**src/rtl/spwm_pkg.sv**
```systemverilog
package spwm_pkg;

  typedef enum logic [1:0] {
    MODE_RUN   = 2'd0,
    MODE_HALF  = 2'd1,
    MODE_SLEEP = 2'd2
  } pwm_mode_e;

  function automatic pwm_mode_e decode_mode(input logic [1:0] fld);
    if (fld[1])      return MODE_SLEEP;
    else if (fld[0]) return MODE_HALF;
    else             return MODE_RUN;
  endfunction

endpackage

```
**src/rtl/spwm_frame_rx.sv**
```systemverilog
module spwm_frame_rx #(
  parameter int REG_W       = 8,
  parameter int NUM_REGS    = 3,
  parameter int SYNC_STAGES = 2
) (
  input  logic                        clk,
  input  logic                        rst_n,
  input  logic                        sck,
  input  logic                        sdata,
  input  logic                        cs_n,
  output logic                        load_o,
  output logic [REG_W*NUM_REGS-1:0]   frame_o
);
  localparam int FRAME_W = REG_W * NUM_REGS;
  localparam int CNT_W   = $clog2(FRAME_W);
  localparam logic [CNT_W-1:0] LAST = CNT_W'(FRAME_W - 1);

  // bit 2: sck, bit 1: data, bit 0: select (idle high)
  logic [2:0] sync_q [SYNC_STAGES];

  for (genvar g = 0; g < SYNC_STAGES; g++) begin : g_sync
    if (g == 0) begin : g_first
      always_ff @(posedge clk or negedge rst_n)
        if (!rst_n) sync_q[g] <= 3'b001;
        else        sync_q[g] <= {sck, sdata, cs_n};
    end else begin : g_rest
      always_ff @(posedge clk or negedge rst_n)
        if (!rst_n) sync_q[g] <= 3'b001;
        else        sync_q[g] <= sync_q[g-1];
    end
  end

  logic sck_s, dat_s, cs_act, sck_prev, rise;
  logic [CNT_W-1:0]   bit_cnt;
  logic [FRAME_W-1:0] shift_q;
  logic               load_q;

  assign sck_s  = sync_q[SYNC_STAGES-1][2];
  assign dat_s  = sync_q[SYNC_STAGES-1][1];
  assign cs_act = ~sync_q[SYNC_STAGES-1][0];
  assign rise   = sck_s & ~sck_prev;

  always_ff @(posedge clk or negedge rst_n) begin
    if (!rst_n) begin
      sck_prev <= 1'b0;
      bit_cnt  <= '0;
      shift_q  <= '0;
      load_q   <= 1'b0;
    end else begin
      sck_prev <= sck_s;
      load_q   <= cs_act & rise & (bit_cnt == LAST);
      if (!cs_act) begin
        bit_cnt <= '0;
      end else if (rise) begin
        shift_q <= {shift_q[FRAME_W-2:0], dat_s};
        bit_cnt <= (bit_cnt == LAST) ? '0 : bit_cnt + 1'b1;
      end
    end
  end

  assign load_o  = load_q;
  assign frame_o = shift_q;

  a_r3_cnt_range: assert property (@(posedge clk) disable iff (!rst_n)
    bit_cnt <= LAST);
  a_r3_load_on_last: assert property (@(posedge clk) disable iff (!rst_n)
    load_q |-> $past(bit_cnt) == LAST);
  a_r4_abort_clear: assert property (@(posedge clk) disable iff (!rst_n)
    !cs_act |=> bit_cnt == '0);
endmodule

```
**src/rtl/spwm_prescale.sv**
```systemverilog
module spwm_prescale
  import spwm_pkg::*;
(
  input  logic      clk,
  input  logic      rst_n,
  input  pwm_mode_e mode_i,
  output logic      tick_o
);
  logic phase_q;

  always_ff @(posedge clk or negedge rst_n)
    if (!rst_n)                   phase_q <= 1'b0;
    else if (mode_i == MODE_HALF) phase_q <= ~phase_q;
    else                          phase_q <= 1'b0;

  always_comb begin
    unique case (mode_i)
      MODE_RUN:  tick_o = 1'b1;
      MODE_HALF: tick_o = phase_q;
      default:   tick_o = 1'b0;
    endcase
  end

  a_r7_half_alternate: assert property (@(posedge clk) disable iff (!rst_n)
    (mode_i == MODE_HALF && tick_o) |=> (!tick_o || mode_i != MODE_HALF));
  a_r8_sleep_no_tick: assert property (@(posedge clk) disable iff (!rst_n)
    (mode_i == MODE_SLEEP) |-> !tick_o);
endmodule

```
**src/rtl/spwm_core.sv**
```systemverilog
module spwm_core
  import spwm_pkg::*;
#(
  parameter int REG_W = 8
) (
  input  logic             clk,
  input  logic             rst_n,
  input  logic             load_i,
  input  logic [REG_W-1:0] width_i,
  input  logic [REG_W-1:0] period_i,
  input  logic [1:0]       mode_fld_i,
  input  logic             tick_i,
  input  logic             over_thr_i,
  output pwm_mode_e        mode_o,
  output logic             pwm_o
);
  logic             run_q;
  pwm_mode_e        mode_q;
  logic [REG_W-1:0] pend_w, pend_p, act_w, act_p, cnt_q, last;
  logic             boundary;

  assign last     = act_p - 1'b1;   // 0 wraps to 2**REG_W - 1
  assign boundary = run_q & tick_i & (cnt_q == last);

  always_ff @(posedge clk or negedge rst_n) begin
    if (!rst_n) begin
      run_q  <= 1'b0;
      mode_q <= MODE_RUN;
      pend_w <= '0;
      pend_p <= '0;
      act_w  <= '0;
      act_p  <= '0;
      cnt_q  <= '0;
    end else begin
      if (load_i) begin
        mode_q <= decode_mode(mode_fld_i);
        pend_w <= width_i;
        pend_p <= period_i;
      end
      if (!run_q) begin
        if (load_i) begin
          run_q <= 1'b1;
          act_w <= width_i;
          act_p <= period_i;
          cnt_q <= '0;
        end
      end else if (tick_i) begin
        if (boundary) begin
          cnt_q <= '0;
          act_w <= load_i ? width_i  : pend_w;
          act_p <= load_i ? period_i : pend_p;
        end else begin
          cnt_q <= cnt_q + 1'b1;
        end
      end
    end
  end

  assign mode_o = mode_q;
  assign pwm_o  = run_q & (mode_q != MODE_SLEEP) & ~over_thr_i & (cnt_q < act_w);

  a_r1_idle_low: assert property (@(posedge clk) disable iff (!rst_n)
    !run_q |-> !pwm_o);
  a_r5_cnt_bound: assert property (@(posedge clk) disable iff (!rst_n)
    (run_q && act_p != '0) |-> cnt_q < act_p);
  a_r8_sleep_low: assert property (@(posedge clk) disable iff (!rst_n)
    (mode_q == MODE_SLEEP) |-> !pwm_o);
  a_r8_sleep_hold: assert property (@(posedge clk) disable iff (!rst_n)
    (run_q && mode_q == MODE_SLEEP) |=> $stable(cnt_q));
  a_r9_thr_low: assert property (@(posedge clk) disable iff (!rst_n)
    over_thr_i |-> !pwm_o);
  a_r10_steady: assert property (@(posedge clk) disable iff (!rst_n)
    (run_q && !boundary) |=> ($stable(act_w) && $stable(act_p)));
endmodule

```
**src/rtl/serial_pwm_gen.sv**
```systemverilog
module serial_pwm_gen
  import spwm_pkg::*;
#(
  parameter int REG_W       = 8,
  parameter int SYNC_STAGES = 2
) (
  input  logic clk,
  input  logic rst_n,
  input  logic sck,
  input  logic sdata,
  input  logic cs_n,
  input  logic over_thr,
  output logic pwm_out
);
  localparam int NUM_REGS = 3;
  localparam int FRAME_W  = REG_W * NUM_REGS;

  logic               load;
  logic [FRAME_W-1:0] frame;
  logic               tick;
  pwm_mode_e          mode;

  spwm_frame_rx #(.REG_W(REG_W), .NUM_REGS(NUM_REGS), .SYNC_STAGES(SYNC_STAGES)) u_rx (
    .clk(clk), .rst_n(rst_n), .sck(sck), .sdata(sdata), .cs_n(cs_n),
    .load_o(load), .frame_o(frame)
  );

  spwm_prescale u_pre (
    .clk(clk), .rst_n(rst_n), .mode_i(mode), .tick_o(tick)
  );

  spwm_core #(.REG_W(REG_W)) u_core (
    .clk(clk), .rst_n(rst_n), .load_i(load),
    .width_i(frame[FRAME_W-1 -: REG_W]),
    .period_i(frame[FRAME_W-1-REG_W -: REG_W]),
    .mode_fld_i(frame[1:0]),
    .tick_i(tick), .over_thr_i(over_thr),
    .mode_o(mode), .pwm_o(pwm_out)
  );
endmodule

```
**config.mk**
```make
export PLATFORM = sky130hd
export DESIGN_NAME = serial_pwm_gen
export DESIGN_NICKNAME = d
export VERILOG_FILES = /design/src/rtl/spwm_pkg.sv /design/src/rtl/spwm_frame_rx.sv /design/src/rtl/spwm_prescale.sv /design/src/rtl/spwm_core.sv /design/src/rtl/serial_pwm_gen.sv
export SDC_FILE = /design/constraint.sdc
export NUM_CORES = 1
export LEC_CHECK = 0
export ABC_AREA = 1
export CAP_MARGIN = 5
export CELL_PAD_IN_SITES_DETAIL_PLACEMENT = 1
export CELL_PAD_IN_SITES_GLOBAL_PLACEMENT = 2
export CORE_ASPECT_RATIO = 0.7
export CORE_UTILIZATION = 36
export CTS_BUF_LIST = sky130_fd_sc_hd__clkbuf_8
export CTS_CLUSTER_DIAMETER = 60
export DETAILED_ROUTE_END_ITERATION = 8
export PLACE_DENSITY = 0.79
export SLEW_MARGIN = 20
export SYNTH_ARGS = -nofsm -noshare
export SYNTH_HDL_FRONTEND = slang
export SYNTH_SLANG_ARGS = --single-unit
```
**constraint.sdc**
```tcl
create_clock -name clk -period 1.8 [get_ports clk]
set_input_delay 0.18 -clock clk [delete_from_list [all_inputs] [get_ports clk]]
set_output_delay 0.18 -clock clk [all_outputs]
set_load 0.05 [all_outputs]
```
# Word level (Yosys, flattened, before mapping)
# Index checks and enable logic that the tools add are counted.
[totals] wordCells=65 ff_bits=81 in_bits=6 output_inout_bits=1
[classes] mux=23 magnitude_cmp=1 reduce_logical=6 bitwise=12 n_addsub=3 n_eq_ne=6
[op_table] cell="2-to-1 mux 8 bit" n=14
[op_table] cell="2-to-1 mux 5 bit" n=3
[op_table] cell="adder 8 x 1 -> 8 bit (second input constant)" n=1
[op_table] cell="AND 1 bit" n=8
[op_table] cell="equality test 8 bit" n=1
[op_table] cell="< comparator 8 bit" n=1
[op_table] cell="subtractor 8 x 1 -> 8 bit (second input constant)" n=1
[op_table] cell="adder 5 x 1 -> 5 bit (second input constant)" n=1
[op_table] cell="equality test 5 bit (second input constant)" n=1
[op_table] cell="2-to-1 mux 1 bit" n=4
[op_table] cell="inequality test 2 bit (second input constant)" n=2
[op_table] cell="NOT 1 bit" n=4
[op_table] cell="AND reduction 2 bit" n=2
[op_table] cell="nonzero test 2 bit" n=2
[op_table] cell="AND reduction 3 bit" n=1
[op_table] cell="equality test 2 x 1 -> 1 bit (second input constant)" n=1
[op_table] cell="logical NOT 2 bit" n=1
[op_table] cell="2-to-1 mux 2 bit" n=1
[op_table] cell="inequality test 2 x 1 -> 1 bit (second input constant)" n=1
[op_table] cell="one-hot mux 1 bit (2 select lines)" n=1

# Longest topological paths before layout
[logic_depth] word_depth=7 mapped_depth=14 mapped_depth_nobuf=13

# Cells and area by module
# A second synthesis with hierarchy kept.
[hier_totals] hier_cells=485 hier_area_um2=3916.3
[by_module_without_submodules] module="spwm_core" area_per_inst_um2=2452.4 cells_each=334 seq_area_each_um2=1076.0 n_inst=1
[by_module_without_submodules] module="spwm_frame_rx" area_per_inst_um2=1420.1 cells_each=146 seq_area_each_um2=928.4 n_inst=1
[by_module_without_submodules] module="spwm_prescale" area_per_inst_um2=43.8 cells_each=5 seq_area_each_um2=25.0 n_inst=1

# Worst setup path after synthesis
# Ideal clock, no wire load.
[synth_path] path_kind="reg2out" from="register u_core.cnt_q[5]" to="output port pwm_out" required_time_ps=1620 stages_incl_launch_ff=5 setup_slack_ps=-471 arrival_ps=2091 path_buffers=0 cell_sequence="dfrtp_1 -> ha_1 -> a21oi_1 -> o21ai_0 -> a211oi_1"
[synth_between] elab_chain_cells=2
[synth_lines] element="start, declared" line="spwm_core.sv:19" text="logic [REG_W-1:0] pend_w, pend_p, act_w, act_p, cnt_q, last;"
[synth_lines] element="start signal, assigned" line="spwm_core.sv:53" text="cnt_q <= cnt_q + 1'b1;"
[synth_lines] element="< comparator 8 bit" line="spwm_core.sv:60" text="assign pwm_o = run_q & (mode_q != MODE_SLEEP) & ~over_thr_i & (cnt_q < act_w);"
[synth_lines] element="AND 1 bit" line="spwm_core.sv:60"
[synth_lines] element="end, declared" line="serial_pwm_gen.sv:13" text="output logic pwm_out"
# No other way between the ends.

# Final worst setup path
[layout_path] from="register u_core.act_w[1]" to="output port pwm_out"
[layout_between] elab_chain_cells=2
[layout_lines] element="start, declared" line="spwm_core.sv:19"
[layout_lines] element="start signal, assigned" line="spwm_core.sv:43" text="act_w <= width_i;"
[layout_lines] element="start signal, assigned" line="spwm_core.sv:50" text="act_w <= load_i ? width_i : pend_w;"
[layout_lines] element="< comparator 8 bit" line="spwm_core.sv:60"
[layout_lines] element="AND 1 bit" line="spwm_core.sv:60"
# No other way between the ends.

==> qor.yml <==
run_status:
  status: "complete, but fails checks"
  violations: "negative setup slack"
final_layout:
  syn2layout_area_growth_pct: 23.0
  n_antenna_cell: 0
  layout-drive-gt1-share: 0.196
  multiInputGateArea_sq_um: 1750
  seq_area_sq_um: 2030
  fill_cells: 1232
  fin_nets: 501
placement:
  dp_slack_ns: -0.102
  port_buffers: 6
  place_hpwl_mm: 6.40
  gp_congestion: 0.778
power:
  p_leak_nw: 2.23
  power_switching_mw: 0.838
  p_clk_frac: 0.443
  ir_drop_v: 0.000398
  p_int_mw: 2.90
  power_mw: 3.74
  seq_power_share: 0.517
  swShare: 0.224
  combPwrFrac: 0.040
  power_density_nw_per_um2: 799
synthesis:
  yosys.area.top_type: "dfrtp_1"
  ys_top_cells_by_area: "dfrtp_1 52%, nand2_1 16%, o21ai_0 6.4%, nand3_1 4.7%, inv_1 4.5%"
  async_flop_share: 1.00
  yosys.area_share.simple: 0.251
  synth_compound_area_frac: 0.0877
  synth_top_family_by_area: "simple AND/OR/NAND/NOR gates"
  synth_xor_area_frac: 0.0276
  post_synth_num_cell_types: 30
  synthesis.nets: 476
  ys_seq_area_frac: 0.533
  synthMuxAreaShare: 0
  synth_fa_ha_area_frac: 0.0329
  synth_top_area_frac: 0.519
  synth_seq_cells: 81
  synth_edf_count: 0
  syn_avg_cell_area_sq_um: 8.28
  synth_cells: 460
  synth_ff_type: "dfrtp_1"
  synth_commonest_cells: "159 x nand2_1, 79 x dfrtp_1, 49 x o21ai_0"
  synth_warnings: 0
  synth.most_common_cell: "nand2_1"
  syn_area_sq_um: 3810
route:
  drt_iter0_markers: 161
  met2_length_mm: 4.18
  wl_met1_mm: 4.64
  dr_total_vias: 3005
  detail-route-antenna-nets: 0
  drc_errors: 0
  routed.top_layer: "met4"
  via_per_inst: 4.83
  met3_length_um: 261
  wl_per_cell_um: 14.7
  routed_wl_mm: 9.16
  first_pass_iters: 4
timing:
  slew_viol_final: 0
  finClkSkew_ns: 0.00782
  worst_slack_ns: -0.128
  hold_violations: 0
  max_freq_mhz: 519
  final.period_utilization: 1.07
  finalSetupViolCount: 14
  grt_setup_unrepaired: "yes"
  relSlewSlack: 0.674
  worst_pin_slew_ns: 0.487
  min_period_ns: 1.93
  fin_tns_setup_ns: -0.409
min_path:
  hold_path_startpoint: "cs_n"
  hp-class: "in2reg"
floorplan:
  fp.coreArea_sq_um: 10300
  io_pins: 7
  start_util: 0.369
  die_w_um: 125
  row_count: 31
  die_h_um: 88.0
  dieArea_sq_um: 11000
critical_path:
  arrival_ns: 1.75
  path_cells: "inv_2, ha_4, a21oi_4, o21ai_2, a211oi_4, buf_12"
  startpoint: "u_core.act_w[1]"
  path_class: "reg2out"
  worstSetupStartpointType: "flip-flop"
  r2r_start: "u_core.act_p[1]"
  critPathMaxFanout: 2
  max_stage_delay_ns: 0.41
  cp_slowest_cell: "dfrtp_1"
  end_kind: "output port"
  required_ns: 1.62
clock_tree:
  cts_root_buf: "clkbuf_8"
  cts_inserted_buffers: 9
  clock_latency_ns: 0.37
  clock-sinks: 81
  clk_pin_slew_worst_paths_ns: 0.09
  cts_max_level: 3
  cts_tree: "done"
  cts_buffer_depth: 2
global_route:
  gr-total-overflow: 0
  antenna_found_initial: 0
  grt_max_degree: 37
  first_global_vias: 3227
  grt_pass1_wl_mm: 16.0
  grt.total_usage: 0.191
run:
  maxCapViolCount: 0
power groups by stage:
stage	Clock [mW]	Combinational, mW	Sequential (mW)
2_1_floorplan	0	0.0748	1.95
5_1_grt	1.79	0.184	1.94
3_3_place_gp	0	0.145	1.96
6_report	1.66	0.151	1.93
4_1_cts	1.72	0.159	1.93
3_5_place_dp	0	0.157	1.97
cell type report:
type | instances | area share
Timing Repair Buffer | 31 | 0.0652
Tap cell | 132 | 0.0353
Multi-Input combinational cell | 314 | 0.373
Sequential cell | 81 | 0.434
Inverter | 48 | 0.0385
Clock inverter | 6 | 0.0246
Clock buffer | 10 | 0.0294
flip-flops by register name, indices dropped and copies added (netlist names):
signal,cells
u_rx.sck_s,1
u_rx.sck_prev,1
u_core.act_w,8
u_core.pend_w,8
u_rx.load_o,1
u_pre.phase_q,1
u_rx.dat_s,1
u_rx.bit_cnt,5
u_core.cnt_q,8
u_core.mode_o,2
u_rx.frame_o,24
u_core.pend_p,8
u_rx.sync_q,4
u_core.run_q,1
u_core.act_p,8
metal layers:
metal,GRT usage,up-vias
met5,0,-
met4,0.0499,0
met3,0.0550,7
met2,0.305,19
met1,0.259,1473
li1,-,1506
logic make-up (layout without fill, tap and decap cells):
logic type	Yosys count	after routing
adders and majority gates	10	10
buffers and inverters	65	95
DFF	81	81
xor gates and xnor gates	12	12
AOI/OAI and AO/OA	64	64
and+or+nand+nor	228	228
final timing paths:
| path | endpoint | slack [ns] | cells after the start |
|---|---|---|---|
| setup / recovery | pwm_out | -0.13 | 6 |
| hold / removal | u_rx.sync_q[3] | 0.22 | 1 |
| setup reg to reg | u_core.act_w[5] | -0.05 | 13 |
| hold reg to reg | u_rx.sync_q[0] | 0.36 | 0 |
| max in group asynchronous | u_rx.bit_cnt[3] | 0.92 | 3 |
| min in group asynchronous | u_core.act_p[4] | 0.29 | 2 |
what timing repair did:
action,CTS,global route
gates resized for setup,39,16
setup buffers,3,0
hold endpoints to repair,27,0
hold buffers,1,0
endpoints found under the setup margin,25,25
pin swaps,22,16
worst max-delay path: cells and delay by family, from the launching register on:
kind | cells | cell delay [ns]
buffers and inverters | 2 | 0.25
DFF | 1 | 0.41
AOI/OAI and AO/OA | 3 | 0.51
adders and majority gates | 1 | 0.21
layout by cell type, fill, tap and decap left out, types with 3 or more instances in the layout:
cell type | synthesis | layout
a21oi_1 | 7 | 3
a21oi_2 | 0 | 3
buf_12 | 0 | 3
buf_4 | 0 | 19
bufinv_16 | 0 | 3
clkbuf_8 | 0 | 10
clkdlybuf4s50_1 | 0 | 4
dfrtp_1 | 79 | 75
dfrtp_2 | 0 | 4
ha_1 | 10 | 5
ha_4 | 0 | 5
inv_1 | 46 | 41
inv_2 | 1 | 6
nand2_1 | 159 | 152
nand2_2 | 0 | 7
nand3_1 | 36 | 19
nand3_2 | 0 | 17
nand3b_1 | 5 | 5
nor2_1 | 18 | 17
nor2_2 | 3 | 3
nor3_1 | 3 | 3
o21ai_0 | 49 | 47
o21ai_1 | 4 | 4
xnor2_1 | 3 | 3
xor2_1 | 9 | 9
metrics by stage:
step / std cells / instance area [sq um] / utilization / hold WS (ns)
floorplan: 460 / 3820 / - / -0.116
global placement: 602 / 4160 / 0.403 / 0.139
detailed placement: 602 / 4160 / 0.403 / 0.146
CTS: 622 / 4620 / 0.448 / 0.197
global route: 622 / 4680 / 0.454 / 0.188
finish: 622 / 4680 / 0.454 / 0.217
(Power assumes the default switching activity.)
